==> src/rtl/ser_pkg.sv <==
package ser_pkg;
  // index width for a queue of d entries (d is a power of two, >= 2)
  function automatic int unsigned ptr_bits(int unsigned d);
    return (d <= 2) ? 1 : $clog2(d);
  endfunction

  // width of a bit counter covering w positions
  function automatic int unsigned cnt_bits(int unsigned w);
    return (w <= 2) ? 1 : $clog2(w);
  endfunction
endpackage

==> src/rtl/ser_fifo.sv <==
module ser_fifo
  import ser_pkg::*;
#(
  parameter int unsigned WIDTH = 8,
  parameter int unsigned DEPTH = 4
) (
  input  logic             clk,
  input  logic             rst_n,
  input  logic             wr_en,
  input  logic [WIDTH-1:0] wr_data,
  input  logic             rd_en,
  output logic [WIDTH-1:0] rd_data,
  output logic             full,
  output logic             empty
);
  localparam int unsigned AW = ptr_bits(DEPTH);

  logic [WIDTH-1:0] mem_q [DEPTH];
  logic [AW:0]      wr_ptr_q, wr_ptr_d;
  logic [AW:0]      rd_ptr_q, rd_ptr_d;

  always_comb begin
    wr_ptr_d = wr_ptr_q;
    rd_ptr_d = rd_ptr_q;
    if (wr_en) wr_ptr_d = wr_ptr_q + 1'b1;
    if (rd_en) rd_ptr_d = rd_ptr_q + 1'b1;
  end

  always_ff @(posedge clk or negedge rst_n) begin
    if (!rst_n) begin
      wr_ptr_q <= '0;
      rd_ptr_q <= '0;
    end else begin
      wr_ptr_q <= wr_ptr_d;
      rd_ptr_q <= rd_ptr_d;
    end
  end

  // storage carries no reset; the pointers define what is valid
  always_ff @(posedge clk) begin
    if (wr_en) mem_q[wr_ptr_q[AW-1:0]] <= wr_data;
  end

  assign rd_data = mem_q[rd_ptr_q[AW-1:0]];
  assign empty   = (wr_ptr_q == rd_ptr_q);
  assign full    = (wr_ptr_q[AW] != rd_ptr_q[AW]) &&
                   (wr_ptr_q[AW-1:0] == rd_ptr_q[AW-1:0]);
endmodule

==> src/rtl/ser_shifter.sv <==
module ser_shifter
  import ser_pkg::*;
#(
  parameter int unsigned WIDTH = 8
) (
  input  logic             clk,
  input  logic             rst_n,
  input  logic             load,
  input  logic [WIDTH-1:0] load_word,
  output logic             ser_bit,
  output logic             ser_vld,
  output logic             busy,
  output logic             last
);
  localparam int unsigned CW = cnt_bits(WIDTH);
  localparam logic [CW-1:0] LAST_IDX = CW'(WIDTH - 1);

  logic [WIDTH-1:0] sh_q, sh_d;
  logic [CW-1:0]    cnt_q, cnt_d;
  logic             busy_q, busy_d;

  assign last = busy_q && (cnt_q == LAST_IDX);

  always_comb begin
    sh_d   = sh_q;
    cnt_d  = cnt_q;
    busy_d = busy_q;
    if (load) begin
      sh_d   = load_word;
      cnt_d  = '0;
      busy_d = 1'b1;
    end else if (busy_q) begin
      sh_d = {sh_q[WIDTH-2:0], 1'b0};
      if (last) begin
        busy_d = 1'b0;
        cnt_d  = '0;
      end else begin
        cnt_d = cnt_q + 1'b1;
      end
    end
  end

  always_ff @(posedge clk or negedge rst_n) begin
    if (!rst_n) begin
      sh_q   <= '0;
      cnt_q  <= '0;
      busy_q <= 1'b0;
    end else begin
      sh_q   <= sh_d;
      cnt_q  <= cnt_d;
      busy_q <= busy_d;
    end
  end

  assign busy    = busy_q;
  assign ser_vld = busy_q;
  assign ser_bit = busy_q & sh_q[WIDTH-1];
endmodule

==> src/rtl/word_serializer.sv <==
module word_serializer #(
  parameter int unsigned WIDTH = 8,
  parameter int unsigned DEPTH = 4
) (
  input  logic             clk,
  input  logic             rst_n,
  input  logic             in_vld,
  input  logic [WIDTH-1:0] in_word,
  output logic             ser_bit,
  output logic             ser_vld,
  output logic             drop_pulse,
  output logic             fifo_full,
  output logic             fifo_empty
);
  logic             wr_en, rd_en, busy, bit_last;
  logic [WIDTH-1:0] head_word;
  logic             drop_q, drop_d;

  // a full queue refuses input regardless of a same-cycle read
  assign wr_en  = in_vld && !fifo_full;
  assign rd_en  = !fifo_empty && (!busy || bit_last);
  assign drop_d = in_vld && fifo_full;

  ser_fifo #(.WIDTH(WIDTH), .DEPTH(DEPTH)) u_fifo (
    .clk     (clk),
    .rst_n   (rst_n),
    .wr_en   (wr_en),
    .wr_data (in_word),
    .rd_en   (rd_en),
    .rd_data (head_word),
    .full    (fifo_full),
    .empty   (fifo_empty)
  );

  ser_shifter #(.WIDTH(WIDTH)) u_shift (
    .clk       (clk),
    .rst_n     (rst_n),
    .load      (rd_en),
    .load_word (head_word),
    .ser_bit   (ser_bit),
    .ser_vld   (ser_vld),
    .busy      (busy),
    .last      (bit_last)
  );

  always_ff @(posedge clk or negedge rst_n) begin
    if (!rst_n) drop_q <= 1'b0;
    else        drop_q <= drop_d;
  end

  assign drop_pulse = drop_q;
endmodule

==> config.mk <==
export PLATFORM = sky130hd
export DESIGN_NAME = word_serializer
export DESIGN_NICKNAME = d
export VERILOG_FILES = /design/src/rtl/ser_pkg.sv /design/src/rtl/ser_fifo.sv /design/src/rtl/ser_shifter.sv /design/src/rtl/word_serializer.sv
export SDC_FILE = /design/constraint.sdc
export NUM_CORES = 1
export LEC_CHECK = 0
export BUFFER_PORTS_ARGS = -buffer_cell sky130_fd_sc_hd__buf_2
export CAP_MARGIN = 20
export CORE_MARGIN = 5
export CORE_UTILIZATION = 35
export CTS_BUF_LIST = sky130_fd_sc_hd__clkbuf_8 sky130_fd_sc_hd__clkbuf_16
export CTS_CLUSTER_SIZE = 10
export DETAILED_ROUTE_END_ITERATION = 7
export GPL_TIMING_DRIVEN = 0
export PLACE_DENSITY = 0.56
export SYNTH_ARGS = -nofsm -noshare
export SYNTH_HDL_FRONTEND = slang
export SYNTH_SLANG_ARGS = --single-unit
export TNS_END_PERCENT = 5
==> constraint.sdc <==
create_clock -name clk -period 2 [get_ports clk]
set_clock_uncertainty 0.2 [all_clocks]
set_input_delay 0.2 -clock clk [delete_from_list [all_inputs] [get_ports clk]]
set_output_delay 0.2 -clock clk [all_outputs]
set_load 0.05 [all_outputs]
==> results.toml, run 1 <==
[sta]
tns_ns = 0
finalCritPeriodShare_pct = 98.5
finalMaxSlewViolations = 0
setup_viol = 0
max_freq_mhz = 508
rsz0062_at_grt = "true"
worst_pin_slew_ns = 0.471
period_minus_slack_ns = 1.97
whs_ns = 0.163
max-slew-margin-rel_pct = 68.6
hold_violations = 0

[pwr]
irDropWorstVdd_v = 0.000654
leakagePower_nw = 1.10
power.density_nw_per_um2 = 1720

[synth]
yosysUniqueCellTypes = 32
synth-async-reset-ratio_pct = 37.3
ys_ff_latch = 51
synth-edff-count = 32
synth.most_common_cell = "edfxtp_1"
avgSynthCellArea_um2 = 15.3
synth_common_cells = "edfxtp_1, dfrtp_1, nand2_1"
synth.largest_area_cell = "edfxtp_1"
synthFlopType = "edfxtp_1"
synth_nets = 166
synth_area_leaders = "edfxtp_1, dfrtp_1, mux4_2"
syn_area_um2 = 2270
yosysSeqAreaShare_pct = 63.3
ys_warn_count = 0
syn_inst = 148
synth.top_cell.area_share_pct = 42.4

[floorplan]
num_rows = 29
initial_core_util_pct = 35.9
coreArea_um2 = 6310
die_area_um2 = 8190
die_h_um = 90.5
io_pins = 16
die_w_um = 90.5

[route]
vias = 1354
via_per_inst = 5.11
finalWirelength_um = 4320
dr.pass1.iters = 4
route.detailed.drc = 0
drt_iter0_drc = 46
ant_nets = 0
wl_per_cell_um = 16.3

[critical_path]
cp-start-kind = "flop"
worstSetupPathType = "reg -> out"
endpoint_kind = "output port"
critPathMaxFanout = 10
crit_required_ns = 1.60
cp.arrival_ns = 1.57

[final_layout]
multiInputGateArea_um2 = 921
drive_above_1_share_pct = 36.7
n_antenna_cell = 0
nets = 205
final_util_pct = 45.5
num-fill-cells = 582
syn_to_final_growth_pct = 26.8
fin_cells = 265
final-seq-area_um2 = 1440

[grt]
grt_max_degree = 20
grt-ovfl-total = 0
antenna_found_initial = 0
grt.total_usage_pct = 10.8
grt_pass1_vias = 1442
grt_first_pass_wirelength_um = 7090

[clock_network]
cts_buffer_depth = 2
cts_root_buffer = "clkbuf_8"
clock_latency_ns = 0.30
cts_tree = "built"
h-tree-depth = 2
clkTransAtPathRegs_ns = 0.10
clock_sinks = 51
cts_made_buffers = 5

[placement]
dp_hpwl_um = 2940
dp.cells = 240
numPortBuffers = 15
gp_congestion = 0.796

[min_path]
holdCritPathClass = "in -> async"

[job]
cap_violations = 0

[run_status]
status = "finished clean"
==> critical path, stage by stage (launching register included) <==
cell and delay [ns]:
dfrtp_2 0.46, xnor2_2 0.17, clkbuf_4 0.23, nor3_2 0.23, buf_6 0.18
==> cell type report <==
cell class	count	share of cell area, %
clock buffers	5	2.39
inverters	5	0.653
repair buffers	32	8.96
clock inverters	3	0.783
well taps	77	3.35
flip-flops and latches	51	50.2
multi-input cells	87	32.0
plain buffers	5	1.61
==> stage by stage <==
stage / cell area (um^2) / total power, mW / setup slack [ns]
after detailed placement: 2440 / 3.67 / -0.144
after global placement: 2440 / 3.58 / -0.105
after floorplan: 2270 / 3.19 / 0.0875
after CTS: 2740 / 4.57 / 0.000187
final: 2880 / 4.94 / 0.0298
after global routing: 2880 / 5.28 / -0.0444
==> routing by layer <==
layer  vias up  track usage, %  share of wire (%)
met5         -               0                  0
met4         0            3.97                1.1
met3         6            2.33                3.1
met2        19            18.6                 52
met1       678            13.2                 44
li1        651               -                  -
==> cell families after synthesis <==
logic type | count (synthesis) | synth area share (%)
xor gates and xnor gates | 10 | 4.85
AOI/OAI and AO/OA | 30 | 9.98
buffers and inverters | 10 | 2.37
and+or+nand+nor | 31 | 7.17
muxes | 9 | 8.44
DFF | 51 | 63.3
adders and majority gates | 7 | 3.86
==> repair_timing <==
| action | 4_1_cts | 5_1_grt |
|---|---|---|
| hold buffers | 10 | 0 |
| pin swaps | 2 | 3 |
| setup endpoints to repair | 42 | 18 |
| cloned | 0 | 1 |
| endpoints found under the hold margin | 52 | 0 |
| resized for setup | 18 | 18 |
| buffers inserted | 3 | 3 |
==> sequential cells by signal (all words and copies together) (netlist names) <==
| signal | cells |
|---|---|
| u_shift.busy | 1 |
| drop_pulse | 1 |
| u_fifo.rd_ptr_q | 3 |
| u_fifo.mem_q | 32 |
| u_shift.sh_q | 8 |
| u_shift.cnt_q | 3 |
| u_fifo.wr_ptr_q | 3 |
==> power breakdown <==
group,switching (mW),internal [mW]
clock network,0.354,0.254
registers,0.258,1.47
logic,1.45,1.15
total,2.06,2.88
==> path summary, 6_finish.rpt <==
check | start | endpoint | slack, ns | cells past startpoint
max in group asynchronous | rst_n | u_fifo.rd_ptr_q[1] | 1.10 | 2
min reg2reg | u_shift.cnt_q[0] | u_shift.cnt_q[0] | 0.31 | 1
min | rst_n | u_fifo.wr_ptr_q[0] | 0.16 | 2
max | u_fifo.wr_ptr_q[2] | fifo_full | 0.03 | 4
max reg2reg | u_fifo.rd_ptr_q[0] | u_shift.sh_q[6] | 0.06 | 5
min in group clk | u_shift.cnt_q[0] | u_shift.cnt_q[0] | 0.31 | 1
==> layout by cell type, fill, tap and decap left out, types with 4 or more instances in the layout <==
cell / synthesis / layout
a31oi_4: 1 / 4
mux4_2: 8 / 8
o21ai_1: 6 / 7
buf_2: 1 / 13
nand2_1: 13 / 13
dlygate4sd3_1: 0 / 10
edfxtp_1: 32 / 32
clkbuf_8: 0 / 5
buf_4: 0 / 6
dfrtp_2: 0 / 6
nor4_1: 8 / 8
o211a_1: 7 / 7
ha_1: 7 / 7
inv_1: 5 / 4
dfrtp_1: 19 / 13
Power figures use the tool's default switching activity.
==> inputs of run 2 (changes only) <==
Settings changed: ABC_AREA set to 1, CORE_UTILIZATION 35 to 59, PLACE_DENSITY 0.56 to 0.83.
==> run 2 against run 1 <==
First-iteration DRC count up 41%; critical path depth is 3 higher; routed wire length rose by 0.21%; global-route usage is 7.2 points higher; non-clock buffer count unchanged; combinational power down 28%; sequential power decreased by 9%; critical path type unchanged.
==> results.toml, run 2 <==
[grt]
grt-ovfl-total = 0
grt_max_degree = 20
grt.total_usage_pct = 18.0
grt_pass1_vias = 1591
antenna_found_initial = 0
grt_first_pass_wirelength_um = 7250

[sta]
hold_violations = 0
max_freq_mhz = 517
max-slew-margin-rel_pct = 71.7
setup_viol = 0
finalCritPeriodShare_pct = 96.6
finalMaxSlewViolations = 0
whs_ns = 0.158
tns_ns = 0
period_minus_slack_ns = 1.93
worst_slack_ns = 0.0672
worst_pin_slew_ns = 0.425

[synth]
syn_inst = 223
synth.most_common_cell = "nand2_1"
synthFlopType = "edfxtp_1"
ys_ff_latch = 51
ys_warn_count = 0
avgSynthCellArea_um2 = 10.4
synth-async-reset-ratio_pct = 37.3
syn_area_um2 = 2320
yosysSeqAreaShare_pct = 62.0
synth.top_cell.area_share_pct = 41.5
synth_area_leaders = "edfxtp_1, dfrtp_1, nand2_1"
synth.largest_area_cell = "edfxtp_1"
synth_nets = 241
yosysUniqueCellTypes = 26
synth-edff-count = 32
synth_common_cells = "nand2_1, edfxtp_1, nand3_1, dfrtp_1, inv_1"

[clock_network]
cts_tree = "built"
clkTransAtPathRegs_ns = 0.09
cts_root_buffer = "clkbuf_8"
h-tree-depth = 2
cts_buffer_depth = 2
clock_sinks = 51
clock_latency_ns = 0.30
cts_made_buffers = 5

[pwr]
p_int_mw = 2.37
p_switching_mw = 1.66
pwr-share-seq_pct = 39.2
clock_power_share_pct = 14.3
power.density_nw_per_um2 = 1450
leakagePower_nw = 1.24
irDropWorstVdd_v = 0.000770
finalPower_mw = 4.02
pwr-share-comb_pct = 46.5
swShare_pct = 41.2

[route]
wl_per_cell_um = 14.0
vias = 1612
route.detailed.drc = 0
drt_iter0_drc = 65
ant_nets = 0
via_per_inst = 5.20
finalWirelength_um = 4330
dr.pass1.iters = 4

[critical_path]
critPathMaxFanout = 10
ff2ff_path_depth = 7
crit_required_ns = 1.60
critPathBufInv = 4
path_depth = 7
cp-start-kind = "flop"
r2r_start = "u_fifo.rd_ptr_q[0]"
path_delay_family = "buffers and inverters"
cp.arrival_ns = 1.53
critical_path.startpoint = "u_fifo.rd_ptr_q[1]"
slowest_stage = "dfrtp_1"
worstSetupPathType = "reg -> out"
slowest_delay_ns = 0.41
endpoint_kind = "output port"
path_cells = "buf_6, inv_6, nand2_2, nand2_2, nand3_4, inv_4, buf_6"

[run_status]
status = "finished clean"

[floorplan]
coreArea_um2 = 3740
num_rows = 22
io_pins = 16
die_w_um = 72.7
die_area_um2 = 5280
initial_core_util_pct = 61.9
die_h_um = 72.7

[placement]
dp_hpwl_um = 2690
place_ws_ns = -0.306
numPortBuffers = 15
gp_congestion = 0.764

[final_layout]
final_common_cell = "nand2_1"
syn_to_final_growth_pct = 19.5
final_cell_mix = "nand2_1, edfxtp_1, nand3_1, dfrtp_1, inv_1"
n_antenna_cell = 0
drive_above_1_share_pct = 21.4
largest_register_ffs = 32
nets = 279

[job]
cap_violations = 0

[min_path]
holdCritPathClass = "in -> async"
[run 2: power groups by stage]
stage | clock network, mW | registers [mW] | logic, mW
2_1_floorplan | 0 | 1.59 | 1.24
3_3_place_gp | 0 | 1.59 | 1.57
3_5_place_dp | 0 | 1.60 | 1.61
4_1_cts | 0.580 | 1.57 | 1.76
5_1_grt | 0.629 | 1.60 | 2.07
6_report | 0.576 | 1.58 | 1.87
[run 2: worst paths after layout]
path | slack, ns | to
min in group clk | 0.28 | u_shift.sh_q[1]
setup / recovery | 0.07 | fifo_empty
max in group asynchronous | 1.14 | drop_pulse
hold reg to reg | 0.28 | u_shift.sh_q[1]
setup reg to reg | 0.08 | u_fifo.mem_q[1][5]
hold / removal | 0.16 | u_shift.sh_q[5]
[run 2: logic make-up after synthesis]
group / share of synthesized area, %
buf+inv: 6.32
fa+ha+maj: 3.78
flops: 62.0
compound gates: 2.16
mux: 0.432
xor+xnor: 1.46
simple gates: 23.9
[run 2: layout make-up]
cell class | instances | area, um^2
fill | 263 | 973
tap | 48 | 60.1
clock buffer | 5 | 68.8
sequential | 51 | 1440
buffer | 6 | 48.8
inverter | 24 | 103
multi-input combinational | 142 | 776
clock inverter | 3 | 20.0
timing repair buffer | 31 | 258
[run 2: metal layers]
layer | vias up | routed length (um) | track usage, %
met4 | 0 | 74 | 7.17
li1 | 800 | - | -
met5 | - | 0 | 0
met3 | 11 | 244 | 4.82
met1 | 760 | 1870 | 22.3
met2 | 41 | 2130 | 30.1
[run 2: timing repair]
action	4_1_cts	5_1_grt
gates cloned	0	0
buffers inserted	2	4
hold endpoints to repair	54	0
gates resized for setup	13	4
hold buffers	10	0
pin swaps	2	2
setup endpoints to repair	34	34
[run 2: metrics by stage]
stage / util [%] / std cells / cell area [um^2]
6_report: 74.0 / 310 / 2770
5_1_grt: 74.0 / 310 / 2770
4_1_cts: 72.8 / 306 / 2730
3_5_place_dp: 65.5 / 286 / 2450
3_3_place_gp: 65.5 / 286 / 2450
2_1_floorplan: - / 223 / 2320
==> inputs of run 3 (changes only) <==
==> constraint.sdc (replaced) <==
create_clock -name clk -period 2 [get_ports clk]
set_clock_uncertainty 0.2 [all_clocks]
set_input_delay 0.2 -clock clk [delete_from_list [all_inputs] [get_ports clk]]
set_output_delay 0.2 -clock clk [all_outputs]
set_load 0.005 [all_outputs]
==> run 3 against run 2 <==
Clock power fell by 0.7%; hold slack improved by 0.0012 ns; total power fell by 5.3%; highest routed layer unchanged; combinational power fell by 11%; count of clock-buffer cells in the layout did not move; largest cell class unchanged; core utilization fell by 0.74 points; routed wire length fell by 1.1%; flip-flop and latch count did not move.
==> results.toml, run 3 (synthesis gave the netlist of run 2 again) <==
[grt]
grt_max_degree = 20
grt-ovfl-total = 0
grt_first_pass_wirelength_um = 7230
antenna_found_initial = 0
grt_pass1_vias = 1580
grt.total_usage_pct = 18.0

[sta]
rsz0062_at_grt = "false"
finalCritPeriodShare_pct = 95.1
setup_viol = 0
max_freq_mhz = 526
period_minus_slack_ns = 1.90
max-slew-margin-rel_pct = 71.1
worst_pin_slew_ns = 0.433
finalMaxSlewViolations = 0
hold_violations = 0
worst_slack_ns = 0.0973

[pwr]
p_int_mw = 2.31
finalPower_mw = 3.81
power.density_nw_per_um2 = 1390
clock_power_share_pct = 15.0
swShare_pct = 39.2
leakagePower_nw = 1.24
irDropWorstVdd_v = 0.000709
p_switching_mw = 1.49
pwr-share-comb_pct = 43.6
pwr-share-seq_pct = 41.4

[critical_path]
slowest_stage = "dfrtp_1"
path_delay_family = "buffers and inverters"
worstSetupPathType = "reg -> out"
r2r_start = "u_fifo.rd_ptr_q[1]"
slowest_delay_ns = 0.41
endpoint_kind = "output port"
critPathMaxFanout = 10
critPathBufInv = 4
cpMostUsedCell = "nand2_2"
path_cells = "buf_6, inv_4, nand2_2, nand2_2, nand4_4, inv_1, buf_2"
cp.arrival_ns = 1.50
crit_required_ns = 1.60
critical_path.startpoint = "u_fifo.rd_ptr_q[1]"
cp-start-kind = "flop"

[final_layout]
largest_register_ffs = 32
drive_above_1_share_pct = 20.4
syn_to_final_growth_pct = 18.4
num-fill-cells = 266
final_common_cell = "nand2_1"
n_antenna_cell = 0
postLayoutCellArea_um2 = 2740
nets = 277
final_cell_mix = "nand2_1, edfxtp_1, nand3_1, inv_1, dfrtp_1"
final_util_pct = 73.3

[clock_network]
clkTransAtPathRegs_ns = 0.09
h-tree-depth = 2
cts_buffer_depth = 2
clock_latency_ns = 0.30
cts_made_buffers = 5
cts_tree = "built"
clock_sinks = 51
cts_root_buffer = "clkbuf_8"

[floorplan]
die_w_um = 72.7
num_rows = 22
coreArea_um2 = 3740
io_pins = 16
initial_core_util_pct = 61.9
die_h_um = 72.7
die_area_um2 = 5280

[route]
via_per_inst = 5.13
wl_per_cell_um = 13.9
dr.pass1.iters = 4
ant_nets = 0
route.detailed.drc = 0
drt_iter0_drc = 68
finalWirelength_um = 4280
vias = 1579

[placement]
dp_hpwl_um = 2690
numPortBuffers = 15
placed_area_um2 = 2450
place_ws_ns = -0.306
gp_congestion = 0.764

[min_path]
holdCritPathClass = "in -> async"

[run_status]
status = "finished clean"

[job]
cap_violations = 0
run 3: cell types whose count changed in the layout (fill, tap and decap cells not counted):
cell	before	now
buf_6	5	3
inv_1	18	19
buf_2	16	18
nand2_2	4	3
inv_6	2	1
nand2_4	2	3
buf_4	4	2
run 3: stage by stage:
stage | hold slack, ns | cells | setup TNS [ns]
5_1_grt | 0.186 | 308 | 0
3_3_place_gp | -0.0391 | 286 | -8.52
6_report | 0.160 | 308 | 0
4_1_cts | 0.167 | 306 | 0
3_5_place_dp | -0.0406 | 286 | -9.45
2_1_floorplan | -0.296 | 223 | 0
run 3: worst paths after layout:
check	slack (ns)	end	cells past startpoint
min	0.16	u_shift.sh_q[5]	2
max	0.1	fifo_full	7
max in group asynchronous	1.13	drop_pulse	2
min reg2reg	0.29	u_shift.sh_q[1]	2
min in group clk	0.29	u_shift.sh_q[1]	2
max reg2reg	0.15	u_fifo.mem_q[3][5]	8
run 3: cell type report:
class                           instances  area (um^2)  share of cell area, %
Sequential cell                        51         1440                   52.4
Multi-Input combinational cell        142          781                   28.5
Timing Repair Buffer                   29          230                   8.39
Inverter                               24         97.6                   3.56
Clock buffer                            5         68.8                   2.51
Tap cell                               48         60.1                   2.19
Buffer                                  6         48.8                   1.78
Clock inverter                          3         20.0                  0.730
run 3: layer usage:
layer | track usage, % | vias up | part of all wire (%)
met2 | 29.7 | 47 | 50
met5 | 0 | - | 0
met3 | 4.82 | 8 | 6.3
li1 | - | 794 | -
met1 | 22.7 | 730 | 42
met4 | 7.17 | 0 | 1.4
run 3: power groups by stage:
stage	Sequential, mW	Combinational (mW)	Clock, mW
global route	1.60	1.87	0.629
global placement	1.59	1.44	0
floorplan	1.56	1.14	0
detailed placement	1.60	1.48	0
CTS	1.57	1.60	0.580
finish	1.58	1.66	0.572
run 3: timing repair:
item	4_1_cts	5_1_grt
hold buffers	10	0
pin swaps	2	0
setup buffers	2	2
gates resized for setup	9	2
endpoints found under the hold margin	54	0
gates cloned	0	0
setup endpoints to repair	32	34
